### config.mk
export PLATFORM = sky130hd
export DESIGN_NAME = reactDelayTimer
export DESIGN_NICKNAME = d
export VERILOG_FILES = /design/src/rtl/rdtPkg.sv /design/src/rtl/rdtBaseCounter.sv /design/src/rtl/rdtPathCtrl.sv /design/src/rtl/rdtStepBank.sv /design/src/rtl/reactDelayTimer.sv
export SDC_FILE = /design/constraint.sdc
export NUM_CORES = 1
export LEC_CHECK = 0
export BUFFER_PORTS_ARGS = -buffer_cell sky130_fd_sc_hd__buf_2
export CORE_MARGIN = 4
export CORE_UTILIZATION = 25
export DETAILED_ROUTE_END_ITERATION = 10
export PLACE_DENSITY_LB_ADDON = 0.1
export SLEW_MARGIN = 20
export SYNTH_ARGS = -nofsm -noshare
export SYNTH_HDL_FRONTEND = slang
export SYNTH_SLANG_ARGS = --single-unit
### constraint.sdc
create_clock -name clk -period 2.2 [get_ports clk]
set_clock_uncertainty 0.2 [all_clocks]
set_input_delay 0.33 -clock clk [delete_from_list [all_inputs] [get_ports clk]]
set_output_delay 0.33 -clock clk [all_outputs]
set_load 0.02 [all_outputs]
### src/rtl/rdtPkg.sv
package rdtPkg;

  localparam int NUM_PATHS = 5;

  // Index of each game position in the step-counter bank.
  localparam int PATH_TIE  = 0;
  localparam int PATH_P2L1 = 1;
  localparam int PATH_P2L2 = 2;
  localparam int PATH_P1L1 = 3;
  localparam int PATH_P1L2 = 4;

  // Score codes driven by the game controller.
  localparam logic [1:0] LEAD_ONE = 2'b01;
  localparam logic [1:0] LEAD_TWO = 2'b10;

  typedef struct packed {
    logic                 tick;
    logic [NUM_PATHS-1:0] advance;
  } rdtStrobes_t;

  function automatic int maxOfFive(input int a, input int b, input int c,
                                   input int d, input int e);
    int m;
    m = a;
    if (b > m) m = b;
    if (c > m) m = c;
    if (d > m) m = d;
    if (e > m) m = e;
    return m;
  endfunction

endpackage

### src/rtl/rdtBaseCounter.sv
module rdtBaseCounter #(
  parameter int BASE_W = 25
) (
  input  logic              clk,
  input  logic              cntClr,
  input  logic              delayEn,
  output logic [BASE_W-1:0] baseCount,
  output logic              baseWrap
);

  localparam logic [BASE_W-1:0] BASE_MAX = '1;

  always_ff @(posedge clk or posedge cntClr) begin
    if (cntClr) begin
      baseCount <= '0;
    end else if (delayEn) begin
      baseCount <= baseCount + 1'b1;
    end
  end

  assign baseWrap = (baseCount == BASE_MAX);

endmodule

### src/rtl/rdtPathCtrl.sv
module rdtPathCtrl
  import rdtPkg::*;
(
  input  logic        delayEn,
  input  logic        baseWrap,
  input  logic        tieFlag,
  input  logic [1:0]  p1Score,
  input  logic [1:0]  p2Score,
  output rdtStrobes_t strobes
);

  logic [NUM_PATHS-1:0] pathSel;

  always_comb begin
    pathSel = '0;
    if (tieFlag) begin
      pathSel[PATH_TIE] = 1'b1;
    end else if (p2Score == LEAD_ONE) begin
      pathSel[PATH_P2L1] = 1'b1;
    end else if (p2Score == LEAD_TWO) begin
      pathSel[PATH_P2L2] = 1'b1;
    end else if (p1Score == LEAD_ONE) begin
      pathSel[PATH_P1L1] = 1'b1;
    end else if (p1Score == LEAD_TWO) begin
      pathSel[PATH_P1L2] = 1'b1;
    end
  end

  always_comb begin
    strobes.tick    = delayEn & baseWrap;
    strobes.advance = pathSel & {NUM_PATHS{strobes.tick}};
  end

endmodule

### src/rtl/rdtStepBank.sv
module rdtStepBank
  import rdtPkg::*;
#(
  parameter int                           CNT_W    = 4,
  parameter logic [NUM_PATHS*CNT_W-1:0]   MULT_VEC = '0
) (
  input  logic        clk,
  input  logic        cntClr,
  input  rdtStrobes_t strobes,
  output logic        delayDone
);

  logic [NUM_PATHS-1:0] pathTerm;

  for (genvar i = 0; i < NUM_PATHS; i++) begin : g_step
    localparam logic [CNT_W-1:0] LIMIT = MULT_VEC[i*CNT_W +: CNT_W];
    logic [CNT_W-1:0] stepCount;

    always_ff @(posedge clk or posedge cntClr) begin
      if (cntClr) begin
        stepCount <= '0;
      end else if (strobes.advance[i] && (stepCount != LIMIT)) begin
        stepCount <= stepCount + 1'b1;
      end
    end

    assign pathTerm[i] = (stepCount == LIMIT);
  end

  assign delayDone = |pathTerm;

endmodule

### src/rtl/reactDelayTimer.sv
module reactDelayTimer
  import rdtPkg::*;
#(
  parameter int BASE_W    = 25,
  parameter int MULT_TIE  = 8,
  parameter int MULT_P2L1 = 2,
  parameter int MULT_P2L2 = 7,
  parameter int MULT_P1L1 = 6,
  parameter int MULT_P1L2 = 3
) (
  input  logic       clk,
  input  logic       cntClr,
  input  logic       delayEn,
  input  logic       tieFlag,
  input  logic [1:0] p1Score,
  input  logic [1:0] p2Score,
  output logic       delayDone
);

  localparam int MULT_MAX = maxOfFive(MULT_TIE, MULT_P2L1, MULT_P2L2,
                                      MULT_P1L1, MULT_P1L2);
  localparam int CNT_W = $clog2(MULT_MAX + 1);
  localparam logic [NUM_PATHS*CNT_W-1:0] MULT_VEC = {
    CNT_W'(MULT_P1L2), CNT_W'(MULT_P1L1), CNT_W'(MULT_P2L2),
    CNT_W'(MULT_P2L1), CNT_W'(MULT_TIE)
  };

  logic [BASE_W-1:0] baseCount;
  logic              baseWrap;
  rdtStrobes_t       strobes;

  rdtBaseCounter #(.BASE_W(BASE_W)) uBase (
    .clk       (clk),
    .cntClr    (cntClr),
    .delayEn   (delayEn),
    .baseCount (baseCount),
    .baseWrap  (baseWrap)
  );

  rdtPathCtrl uCtrl (
    .delayEn  (delayEn),
    .baseWrap (baseWrap),
    .tieFlag  (tieFlag),
    .p1Score  (p1Score),
    .p2Score  (p2Score),
    .strobes  (strobes)
  );

  rdtStepBank #(.CNT_W(CNT_W), .MULT_VEC(MULT_VEC)) uBank (
    .clk       (clk),
    .cntClr    (cntClr),
    .strobes   (strobes),
    .delayDone (delayDone)
  );

endmodule

==> flow_summary.toml <==
[run_status]
status = "finished, final reports clean"

[logic_synthesis]
ys.warnings.count = 0
synth_area_um2 = 2200
syn_inst = 189
synth-async-reset-ratio = 1.00
synth.distinct_cells = 35
avgSynthCellArea_um2 = 11.7
yosys.area.top_type = "dfrtp_1"
syn_nets = 206
synth_edf_count = 0
synth_top_area_frac = 0.511
synth_commonest_cells = "dfrtp_1 (45), xnor2_1 (25), nand2_1 (13), nor2_1 (13)"
synthTopCellsByArea = "dfrtp_1 (51%), xnor2_1 (9.9%), ha_1 (5.1%)"
seq_area_frac_synth = 0.511
yosysMostFrequentCell = "dfrtp_1"
ys.flop_type = "dfrtp_1"
ys_ff_latch = 45

[flow_run]
maxCapViolCount = 0

[drt]
dr.pass1.iters = 4
via_per_inst = 4.40
drt-initial-drc-count = 21
wl_per_cell_um = 12.3
via_count = 1465
ant_nets = 0
drc_errors = 0
wl_mm = 4.10

[global_routing]
grt_remaining_overflow = 0
first_global_vias = 1521
grt_max_degree = 46
grt_util_all_layers = 0.0872
grt_pass1_wl_mm = 7.09
antenna_found_initial = 0

[critical_path]
rr_startpoint = "uBase.baseCount[1]"
crit_path_max_fanout = 6
cpMaxStageDelayCell = "dfrtp_1"
crit_chain = "ha_2, nand4_1, nor4_4, and3_4, nand4_1, mux2_4"
critPathCaptureType = "flip-flop"
slowest_delay_ns = 0.38
worstPathRequired_ns = 2.19
cpLargestDelayFamily = "simple AND/OR/NAND/NOR gates"
path_common_cell = "nand4_1"
r2r_cells = 6
arrival_ns = 2.14
crit_path_start_kind = "flip-flop"
path_class = "reg -> reg"
critPathBufInv = 0
worst-r2r-setup-slack_ns = 0.05
r2r-end = "uBank.g_step[0].stepCount[2]"

[timing]
fin_crit_sh = 0.978
rsz0062_at_grt = "yes"
final_max_slew_viol_count = 0
max_slew_margin = 0.782
setup_viol = 0
tightest_slew_ns = 0.325
period_needed_ns = 2.15
hold_slack_ns = 0.162
fmax_ghz = 0.465
finalHoldViolCount = 0

[floorplanning]
rows = 33
core_um2 = 8380
dieHeight_um = 102
die_x_um = 102
initial_core_util = 0.263
ios = 9
dieArea_um2 = 10400

[pwr]
p_per_area_nw_per_um2 = 619
vdd_drop_max_mv = 0.414
power.leakage_uw = 0.00129

[clock_network]
clk_pin_slew_ns = 0.09
cts_buffer_depth = 2
clk_latency_ns = 0.30
cts_sinks = 45
numCtsBuffers = 5
clock-root-buffer = "clkbuf_8"
htree_num_levels = 2
cts_tree = "done"

[hold_path]
holdCritStartpoint = "delayEn"
hp-class = "in -> reg"
worstHoldPathCells = 3
holdPathEnd = "uBase.baseCount[0]"

[layout]
insertedDiodeCount = 0
fin_util = 0.322
fin_nets = 244
fillers = 869
syn2layout_area_growth_pct = 22.7
drive_above_1_share = 0.259

[placement]
io_buffers = 8
globalplace.congestion = 0.694
hpwl_mm = 2.84
==> how the worst max path moves through the flow <==
stage                                       from                           end  slack, ns  depth (start not counted)
global placement              uBase.baseCount[1]  uBank.g_step[0].stepCount[1]      0.006                          6
floorplan                     uBase.baseCount[0]  uBank.g_step[0].stepCount[1]       0.03                          7
global route                  uBase.baseCount[1]  uBank.g_step[3].stepCount[1]       -0.1                          6
CTS                 uBank.g_step[1].stepCount[0]                     delayDone       0.01                          6
detailed placement            uBase.baseCount[1]  uBank.g_step[0].stepCount[1]      -0.04                          6
finish                        uBase.baseCount[1]  uBank.g_step[0].stepCount[2]       0.05                          6
==> placed cells by master (no fill, tap or decap), types with 2 or more instances in the layout <==
| cell | synthesis | routed |
|---|---|---|
| nor2_1 | 13 | 13 |
| mux2_4 | 1 | 4 |
| nand2_1 | 13 | 12 |
| inv_1 | 8 | 7 |
| and3_1 | 5 | 4 |
| and4_1 | 3 | 2 |
| nand4_1 | 12 | 12 |
| nand3_1 | 10 | 10 |
| xor2_1 | 12 | 12 |
| buf_2 | 0 | 8 |
| xnor2_1 | 25 | 25 |
| a21oi_1 | 4 | 4 |
| buf_6 | 1 | 2 |
| nor3b_2 | 0 | 2 |
| clkbuf_8 | 0 | 5 |
| buf_4 | 0 | 20 |
| nand3b_1 | 2 | 2 |
| ha_1 | 9 | 8 |
| dfrtp_1 | 45 | 45 |
| o21ai_1 | 1 | 2 |
| clkinv_2 | 0 | 2 |
==> metrics by stage <==
step | total power (uW) | TNS (ns) | instance area [um^2] | instances | setup slack (ns)
2_1_floorplan | 1070 | 0 | 2200 | 189 | 0.0329
3_3_place_gp | 1170 | 0 | 2500 | 318 | 0.00637
3_5_place_dp | 1170 | -0.0922 | 2500 | 318 | -0.0441
4_1_cts | 1690 | 0 | 2620 | 330 | 0.0143
5_1_grt | 1770 | -0.390 | 2700 | 333 | -0.0968
6_report | 1670 | 0 | 2700 | 333 | 0.0481
==> kinds of logic after synthesis <==
| group | synth area share |
|---|---|
| AO/OA/AOI/OAI | 0.0307 |
| adder cells (fa/ha/maj) | 0.0511 |
| AND/OR/NAND/NOR | 0.204 |
| buffers and inverters | 0.0188 |
| multiplexers | 0.0369 |
| XOR/XNOR | 0.147 |
| flip-flops | 0.511 |
==> where the power goes <==
| group | leakage, uW | internal [uW] | switching (uW) |
|---|---|---|---|
| logic | 0.000645 | 127 | 98.9 |
| registers | 0.000601 | 889 | 53.8 |
| clock network | 0.0000450 | 221 | 284 |
| total | 0.00129 | 1240 | 437 |
==> state kept, by name, indices dropped and copies added (netlist names) <==
name,count
uBase.baseCount,25
uBank.g_step.stepCount,20
==> routing by layer <==
metal | vias to the layer above | part of all wire | global-route usage
met4 | 0 | 0.017 | 0.0363
met3 | 8 | 0.037 | 0.0225
met2 | 16 | 0.44 | 0.130
met1 | 704 | 0.51 | 0.120
li1 | 737 | - | -
met5 | - | 0 | 0
==> worst reg2reg max path: cells and delay by family (launching register included) <==
family | cells | cell delay, ns
mux | 1 | 0.32
simple gates | 4 | 0.95
fa+ha+maj | 1 | 0.20
flops | 1 | 0.38
==> final cells by class <==
cell class,instances,area [um^2],share of cell area
clock inverters,2,10.0,0.00371
inverters,8,30.0,0.0111
repair buffers,32,243,0.0899
multi-input cells,135,1090,0.403
flip-flops and latches,45,1130,0.417
clock buffers,6,72.6,0.0269
well taps,105,131,0.0486
==> repair_timing <==
action,CTS,global route
gates resized for setup,3,16
hold endpoints to repair,45,0
pin swaps,1,12
endpoints found under the setup margin,4,9
setup buffers,3,3
hold buffers,1,0
Note: power is estimated with default switching activity, not from simulation.
